[src/rtl/sigirq_pkg.sv]
package sigirq_pkg;

  typedef logic [31:0] sig_id_t;

  localparam int OFS_SEND = 'h0C;
  localparam int OFS_RECV = 'h10;
  localparam int OFS_EN   = 'h14;
  localparam int OFS_DIS  = 'h18;
  localparam int OFS_CLR  = 'h1C;
  localparam int OFS_CCLR = 'h38;

  localparam sig_id_t NONE_ID = 32'hFFFF_FFFF;

  // Identifier of table entry idx: client in the upper half, signal in the lower half.
  function automatic sig_id_t entry_id(input int idx, input int base, input int spc);
    entry_id = {16'(base + idx / spc), 16'(idx % spc)};
  endfunction

endpackage

[src/rtl/sigirq_regif.sv]
module sigirq_regif
  import sigirq_pkg::*;
#(
  parameter int ADDR_W = 8
) (
  input  logic              bus_we,
  input  logic [ADDR_W-1:0] bus_addr,
  input  sig_id_t           recv_id,
  output logic              wr_send,
  output logic              wr_en,
  output logic              wr_dis,
  output logic              wr_clr,
  output logic              wr_cclr,
  output sig_id_t           bus_rdata
);

  always_comb begin
    wr_send = bus_we && (bus_addr == ADDR_W'(OFS_SEND));
    wr_en   = bus_we && (bus_addr == ADDR_W'(OFS_EN));
    wr_dis  = bus_we && (bus_addr == ADDR_W'(OFS_DIS));
    wr_clr  = bus_we && (bus_addr == ADDR_W'(OFS_CLR));
    wr_cclr = bus_we && (bus_addr == ADDR_W'(OFS_CCLR));
  end

  // Only the receive register is readable; all else returns zero.
  always_comb begin
    if (bus_addr == ADDR_W'(OFS_RECV)) bus_rdata = recv_id;
    else                               bus_rdata = '0;
  end

endmodule

[src/rtl/sigirq_entry.sv]
module sigirq_entry
  import sigirq_pkg::*;
#(
  parameter sig_id_t ENTRY_ID = 32'h0
) (
  input  logic    clk,
  input  logic    rst_n,
  input  logic    wr_send,
  input  logic    wr_en,
  input  logic    wr_dis,
  input  logic    wr_clr,
  input  logic    wr_cclr,
  input  sig_id_t wdata,
  output logic    pend_o,
  output logic    en_o
);

  logic id_hit, client_hit;
  logic pend_q, pend_d, pend_ce;
  logic en_q, en_d, en_ce;

  always_comb begin
    id_hit     = (wdata == ENTRY_ID);
    client_hit = (wdata[31:16] == ENTRY_ID[31:16]);

    pend_ce = (wr_send && id_hit) || (wr_clr && id_hit) || (wr_cclr && client_hit);
    pend_d  = wr_send;

    en_ce = (wr_en || wr_dis) && id_hit;
    en_d  = wr_en;
  end

  always_ff @(posedge clk or negedge rst_n) begin
    if (!rst_n) begin
      pend_q <= 1'b0;
      en_q   <= 1'b0;
    end else begin
      if (pend_ce) pend_q <= pend_d;
      if (en_ce)   en_q   <= en_d;
    end
  end

  assign pend_o = pend_q;
  assign en_o   = en_q;

endmodule

[src/rtl/sigirq_prio.sv]
module sigirq_prio #(
  parameter int N = 16
) (
  input  logic [N-1:0] req,
  output logic [N-1:0] grant
);

  logic [N:0] taken;

  always_comb begin
    taken[0] = 1'b0;
    for (int i = 0; i < N; i++) begin
      grant[i]   = req[i] && !taken[i];
      taken[i+1] = taken[i] || req[i];
    end
  end

endmodule

[src/rtl/sigirq_ctrl.sv]
module sigirq_ctrl
  import sigirq_pkg::*;
#(
  parameter int N_ENTRY        = 16,
  parameter int BASE_CLIENT    = 2,
  parameter int SIG_PER_CLIENT = 4,
  parameter int ADDR_W         = 8
) (
  input  logic              clk,
  input  logic              rst_n,
  input  logic              bus_we,
  input  logic [ADDR_W-1:0] bus_addr,
  input  logic [31:0]       bus_wdata,
  output logic [31:0]       bus_rdata,
  output logic              irq_out,
  output logic              tx_valid,
  output logic [31:0]       tx_id
);

  localparam int N = N_ENTRY;

  // Reset synchronizer: asserts at once, releases on the clock.
  logic [1:0] rst_sync_q;
  logic       rst_n_int;

  always_ff @(posedge clk or negedge rst_n) begin
    if (!rst_n) rst_sync_q <= 2'b00;
    else        rst_sync_q <= {rst_sync_q[0], 1'b1};
  end
  assign rst_n_int = rst_sync_q[1];

  logic    wr_send, wr_en, wr_dis, wr_clr, wr_cclr;
  sig_id_t recv_id;
  logic [N-1:0] pend_vec, en_vec, grant;
  sig_id_t id_tab [N];

  sigirq_regif #(.ADDR_W(ADDR_W)) u_regif (
    .bus_we   (bus_we),
    .bus_addr (bus_addr),
    .recv_id  (recv_id),
    .wr_send  (wr_send),
    .wr_en    (wr_en),
    .wr_dis   (wr_dis),
    .wr_clr   (wr_clr),
    .wr_cclr  (wr_cclr),
    .bus_rdata(bus_rdata)
  );

  for (genvar gi = 0; gi < N; gi++) begin : g_ent
    localparam sig_id_t EID = entry_id(gi, BASE_CLIENT, SIG_PER_CLIENT);
    assign id_tab[gi] = EID;
    sigirq_entry #(.ENTRY_ID(EID)) u_ent (
      .clk    (clk),
      .rst_n  (rst_n_int),
      .wr_send(wr_send),
      .wr_en  (wr_en),
      .wr_dis (wr_dis),
      .wr_clr (wr_clr),
      .wr_cclr(wr_cclr),
      .wdata  (bus_wdata),
      .pend_o (pend_vec[gi]),
      .en_o   (en_vec[gi])
    );
  end

  sigirq_prio #(.N(N)) u_prio (
    .req  (pend_vec & en_vec),
    .grant(grant)
  );

  always_comb begin
    sig_id_t acc;
    acc = '0;
    for (int i = 0; i < N; i++) begin
      if (grant[i]) acc = acc | id_tab[i];
    end
    recv_id = (grant == '0) ? NONE_ID : acc;
  end

  assign irq_out = |(pend_vec & en_vec);

  // Transmit pulse: next-state and register processes kept apart.
  logic    tx_valid_q, tx_valid_d;
  sig_id_t tx_id_q;

  always_comb tx_valid_d = wr_send;

  always_ff @(posedge clk or negedge rst_n_int) begin
    if (!rst_n_int) begin
      tx_valid_q <= 1'b0;
      tx_id_q    <= '0;
    end else begin
      tx_valid_q <= tx_valid_d;
      if (wr_send) tx_id_q <= bus_wdata;
    end
  end

  assign tx_valid = tx_valid_q;
  assign tx_id    = tx_id_q;

endmodule

[config.mk]
export PLATFORM = sky130hd
export DESIGN_NAME = sigirq_ctrl
export DESIGN_NICKNAME = d
export VERILOG_FILES = /design/src/rtl/sigirq_pkg.sv /design/src/rtl/sigirq_regif.sv /design/src/rtl/sigirq_entry.sv /design/src/rtl/sigirq_prio.sv /design/src/rtl/sigirq_ctrl.sv
export SDC_FILE = /design/constraint.sdc
export NUM_CORES = 1
export LEC_CHECK = 0
export ABC_AREA = 1
export BUFFER_PORTS_ARGS = -buffer_cell sky130_fd_sc_hd__buf_2
export CORE_ASPECT_RATIO = 0.8
export CORE_UTILIZATION = 35
export DETAILED_ROUTE_END_ITERATION = 8
export SETUP_SLACK_MARGIN = 0.15
export SLEW_MARGIN = 10
export SYNTH_ARGS = -nofsm -noshare
export SYNTH_HDL_FRONTEND = slang
export SYNTH_SLANG_ARGS = --single-unit
[constraint.sdc]
create_clock -name clk -period 2.8 [get_ports clk]
set_input_delay 0.42 -clock clk [delete_from_list [all_inputs] [get_ports clk]]
set_output_delay 0.42 -clock clk [all_outputs]
set_load 0.005 [all_outputs]
==> results.md, run 1 <==
- FILL cells: approximately 1100
- Tot Pwr: 0.00229 W
- Initial antenna violation count: 0
- Post-Layout Cell Count: 730
- CTS tree: built
- Storage element area: between 0.0015 and 0.002 sq mm
- Clk sinks: 67
- Synth warnings: 0
- Placed insts: 711
- Die width: 116 um
- Min-Delay Path Class: input pin to flip-flop
- Final GP Congestion: 0.767
- H-Tree Depth: 3
- Hold Path Origin: bus_wdata[28]
- Number of global-route vias before repair: 3257
- Max Root-Sink Buffers: 2
- Hold path depth: 3
- Mapped cell area: 0.00366 sq mm
- CP Launch Type: flip-flop
- Worst Path Required: 2.38 ns
- Fin crit share: 0.894
- Vias: 3463
- Ant diodes: 0
- Final worst hold slack: just over 0.3 ns
- WL/cell: 13.0 um
- R2r setup slk: between 1.5 and 2 ns
- Synth Net Count: 543
- Final setup fails: 0
- Status: finished, final reports clean
- P&R area growth vs syn: 21.7%
- Slew at the pin with the worst max-slew slack: 0.848 ns
- Main area contributors after synthesis: dfrtp_1, nand2_1, buf_4, o21ai_0, nor2_1
- RSZ-0062 raised after global routing: true
- WL final: 9.52 mm
- Post-synth top area share: 0.458
- PwrDens: 513 mW/mm^2
- Arrival @ worst endpoint: roughly 2.1 ns
- Worst Hold End: tx_id[28]
- Fmax: around 0.40 GHz
- Setup Skew: 0.00413 ns
- Area taken by multi-input logic gates: 0.00163 sq mm
- Die footprint: ~0.011 sq mm
- Max Slew Vio Count: 0
- #FFs+latches synth: 67
- Final setup TNS: 0 ns
- Nets: 628
- CP Capture Type: output port
- R2r endpoint: tx_valid
- Final min period: ~2.5 ns
- Vias per cell: roughly 4.7
- RR Startpoint: rst_sync_q[1]
- Layout cell share with drive strength beyond 1: 0.251
- Critical Path Source: g_ent[1].u_ent.en_o
- Finished Core Util: 0.437
- Overflow after GRT: 0
- Cts bufs inserted: 9
- Detail Route Antenna Nets: 0
- Worst-Skew Late Latency: 0.33 ns
- Critical path type: flip-flop to output port
- First-pass GRT wire length: 15.6 mm
- Worst slew margin: 0.435
- Worst-case reg-to-reg path depth: 1
- I/O pins: 109
- First-pass DRT Iterations: 6
- CTS Root Cell: clkbuf_16
- I/O Buffers: 108
- Cell taking the most area after synthesis: dfrtp_1
- Worst VDD drop: 0.000285 V
- # rows: 33
- Synth Instances: 500
- Post-synthesis cell type count: 25
- CP max FO: 13
- Final hold vios: 0
- Detail Placement HPWL: between 6 and 7 mm
- Sequential fraction of the synthesis area: 0.458
- Initial core utilization: 0.359
- CTS clk-pin slew, worst paths: 0.06 ns
- Syn Area/Cell: about 7.3 sq um
- Die H: slightly above 90 um
- Maxcap violations: 0
- GRT Total Usage: 0.188
- CORE AREA: 0.0102 sq mm
- Starting DRT DRC Count: approximately 220
- Pin count of the biggest net entering global routing: 66
- DRC viols: 0
- Pleak: 2.45 nW
- Post-CTS setup buffers: 0
-- critical path: stages (launching register included) --
cell	delay, ns
dfrtp_1	0.39
nand2_1	0.09
nand2_1	0.13
nor2_2	0.23
nand2_1	0.12
inv_1	0.10
a21oi_1	0.09
nand2_2	0.19
clkinvlp_4	0.23
buf_2	0.18
-- per-layer routing --
metal	vias up	GRT usage	wire length (um)
met1	1624	0.255	4700
met2	90	0.285	4280
met5	-	0	0
met3	6	0.0518	453
li1	1743	-	-
met4	0	0.0684	84
-- power by group --
| group | internal (W) | switching [W] | total, W | leakage [nW] |
|---|---|---|---|---|
| clock | 0.000713 | 0.000431 | 0.00114 | 0.148 |
| combinational | 0.0000535 | 0.0000857 | 0.000139 | 1.38 |
| sequential | 0.000992 | 0.0000106 | 0.00100 | 0.925 |
| total | 0.00176 | 0.000527 | 0.00229 | 2.45 |
-- state kept, by name, summed over array words and instances (netlist names) --
register	cells
g_ent.u_ent.pend_o	16
tx_id	32
tx_valid	1
rst_sync_q	2
g_ent.u_ent.en_o	16
-- layout make-up --
class | count | area share
clock buffers | 10 | 0.0536
well taps | 140 | 0.0393
clock inverters | 6 | 0.0146
repair buffers | 113 | 0.130
repair inverters | 2 | 0.00337
inverters | 19 | 0.0168
multi-input cells | 373 | 0.366
flip-flops and latches | 67 | 0.376
-- worst max path at each step --
stage / slack [ns] / end / cells after the start
floorplan: 0.62 / bus_rdata[10] / 8
detailed placement: 0.46 / bus_rdata[21] / 9
CTS: 0.19 / bus_rdata[21] / 8
finish: 0.30 / bus_rdata[21] / 9
global route: 0.13 / bus_rdata[19] / 9
global placement: 0.54 / bus_rdata[11] / 9
-- what timing repair did --
item	CTS	global route
gates resized for setup	0	6
endpoints found under the setup margin	0	27
hold buffers	1	0
endpoints found under the hold margin	2	0
-- placed cells by master (no fill, tap or decap), types with 9 or more instances in the layout --
master     netlist  routed
o21ai_1         23      23
nand2_1        191     190
o21ai_0         44      44
clkbuf_16        0       9
dfrtp_1         67      66
inv_1           17      16
nand3_1         34      34
nor2_1          57      55
buf_2            0     108
-- Yosys cell counts --
| library cell | number |
|---|---|
| nand2_1 | 191 |
| dfrtp_1 | 67 |
| nor2_1 | 57 |
| o21ai_0 | 44 |
| nand3_1 | 34 |
| buf_4 | 31 |
| o21ai_1 | 23 |
| inv_1 | 17 |
| clkbuf_1 | 7 |
| a21oi_1 | 4 |
| nor3_1 | 4 |
| buf_6 | 3 |
| inv_2 | 2 |
| nand3_2 | 2 |
| nand4_1 | 2 |
| nor2_2 | 2 |
| nor2_4 | 2 |
| a21boi_0 | 1 |
| conb_1 | 1 |
| nand2_2 | 1 |
| nand3_4 | 1 |
| nand3b_1 | 1 |
| nor2_8 | 1 |
| nor3_2 | 1 |
| or2_2 | 1 |
-- metrics by stage --
stage,area (sq um),worst slack [ns]
6_report,4460,0.297
5_1_grt,4460,0.133
4_1_cts,4430,0.190
3_3_place_gp,4120,0.544
3_5_place_dp,4120,0.459
2_1_floorplan,3660,0.622
-- cells by family (layout without fill, tap and decap cells) --
family | Yosys count | count (layout) | share of synthesized area
other | 1 | 1 | 0.00102
AOI/OAI and AO/OA | 72 | 72 | 0.0990
and+or+nand+nor | 300 | 300 | 0.343
buffers and inverters | 60 | 150 | 0.0994
DFF | 67 | 67 | 0.458
No activity file was read; power rests on OpenSTA's default activity.
==> run 2: changes to the inputs <==
RECOVER_POWER = 25   (was not set)
==> results.md, run 2 (synthesized netlist as in run 1, its figures left out) <==
- Clk pwr share: 0.500
- Final hold vios: 0
- Met2 GRT Util: 0.285
- Internal power: 0.00176 W
- Worst Path Required: approximately 2.4 ns
- Post-route cell area: 0.00445 sq mm
- Met3 Track Usage GR: 0.0518
- Most frequent cells in the layout: nand2_1, buf_2, dfrtp_1
- CTS tree: built
- Vias per cell: 4.74
- CORE AREA: 0.0102 sq mm
- DRC viols: 0
- Layout cell share with drive strength beyond 1: 0.249
- Detail Route Antenna Nets: 0
- Detail Placement HPWL: 6.60 mm
- Most common cell after layout, fill and taps aside: nand2_1
- PwrDens: slightly above 500 mW/mm^2
- GRT Total Usage: 0.188
- # rows: 33
- Pleak: 2.45 nW
- Setup Skew: 0.00389 ns
- Max reg flops: 32
- Violated checks: capacitance limit, slew limit
- CP Capture Type: output port
- Post-DP Area: approximately 0.0041 sq mm
- I/O pins: 109
- CTS clk-pin slew, worst paths: 0.06 ns
- Storage element area: about 0.0017 sq mm
- Worst path max stage delay: between 0.3 and 0.4 ns
- Final min period: around 2.5 ns
- Overflow after GRT: 0
- Vias: 3461
- Critical path type: flip-flop to output port
- Top delay family on crit path: simple AND/OR/NAND/NOR gates
- CP Cell Sequence: nand2_1 -> nand2_1 -> nor2_2 -> nand2_1 -> inv_1 -> a21oi_1 -> nand2_2 -> clkinvlp_4 -> buf_2
- First-pass GRT wire length: 15.6 mm
- Maxcap violations: 1
- RSZ-0062 raised after global routing: true
- Status: finished, violations left
- Final worst slack: 0.297 ns
- Arrival @ worst endpoint: 2.08 ns
- Worst-Skew Late Latency: 0.33 ns
- Final GP Congestion: 0.767
- Worst slack, placed: roughly 0.46 ns
- I/O Buffers: 108
- Sw frac: 0.230
- CTS Root Cell: clkbuf_16
- P&R area growth vs syn: 21.6%
- Pin count of the biggest net entering global routing: 66
- Worst VDD drop: 0.000285 V
- Max Slew Vio Count: 66
- CP max FO: 13
- GR peak layer: met2
- Sequential power share: 0.439
- First-pass DRT Iterations: 8
- Slowest stage cell, crit path: dfrtp_1
- Starting DRT DRC Count: 222
- Initial core utilization: 0.359
- Ant diodes: 0
- Post-Layout Cell Count: 730
- Final setup fails: 0
- Cts bufs inserted: 9
- WL/cell: 13.1 um
- Slew at the pin with the worst max-slew slack: roughly 1.7 ns
- Fin crit share: 0.894
- Logic gate share of total power: 0.061
- Die width: 116 um
- Number of global-route vias before repair: 3257
- Worst slew margin: -0.102
- Most common cell on crit path: nand2_1
- GR Util met1: 0.255
- FILL cells: 1052
- Die footprint: 0.0109 sq mm
- Placed insts: around 700
- Switching pwr: 0.000527 W
- Die H: between 90 and 100 um
- Area taken by multi-input logic gates: 0.00163 sq mm
- CP Launch Type: flip-flop
- Nets: 628
- Max Root-Sink Buffers: 2
- Final setup TNS: 0 ns
- H-Tree Depth: 3
- Post-CTS setup buffers: 0
- Min-Delay Path Class: input pin to flip-flop
- Initial antenna violation count: 0
- WL final: 9.53 mm
- WP buf/inv: 3
- Fmax: 0.400 GHz
- Clk sinks: 67
[run 2: routing by layer]
layer,routed length [um],vias to the layer above
met5,0,-
met4,84,0
met3,480,6
met2,4290,92
met1,4680,1619
li1,-,1744
[run 2: repair_timing]
item	in CTS	in global routing
hold buffers	1	0
endpoints found under the hold margin	2	0
setup endpoints to repair	0	27
resized for setup	0	6
[run 2: stage by stage]
| step | total power (W) | hold WS, ns | util |
|---|---|---|---|
| finish | 0.00228 | 0.304 | 0.437 |
| CTS | 0.00231 | 0.291 | 0.435 |
| floorplan | 0.00108 | 0.124 | - |
| global placement | 0.00116 | 0.206 | 0.404 |
| global route | 0.00238 | 0.294 | 0.437 |
| detailed placement | 0.00116 | 0.207 | 0.404 |
[run 2: layout make-up]
class,count,area share
clock buffers,10,0.0537
clock inverters,6,0.0146
inverters,19,0.0169
multi-input cells,373,0.366
flip-flops and latches,67,0.377
well taps,140,0.0393
repair buffers,113,0.129
repair inverters,2,0.00337
[run 2: power by group through the flow]
stage                     combinational, W  sequential [W]  clock, W
after floorplan                  0.0000452         0.00103         0
after global placement            0.000138         0.00102         0
after detailed placement          0.000141         0.00102         0
after CTS                         0.000142         0.00100   0.00117
after global routing              0.000159         0.00101   0.00122
final                             0.000139         0.00100   0.00114
[run 2: path summary, 6_finish.rpt]
check	from	to	slack (ns)	cells past startpoint
worst max register to register	rst_sync_q[1]	tx_valid	1.05	1
worst max-delay path	g_ent[1].u_ent.en_o	bus_rdata[21]	0.30	9
min in group asynchronous	rst_n	rst_sync_q[0]	0.40	2
worst min register to register	rst_sync_q[0]	rst_sync_q[1]	0.35	0
worst min-delay path	bus_wdata[28]	tx_id[28]	0.30	3
max in group asynchronous	rst_sync_q[1]	tx_valid	1.05	1
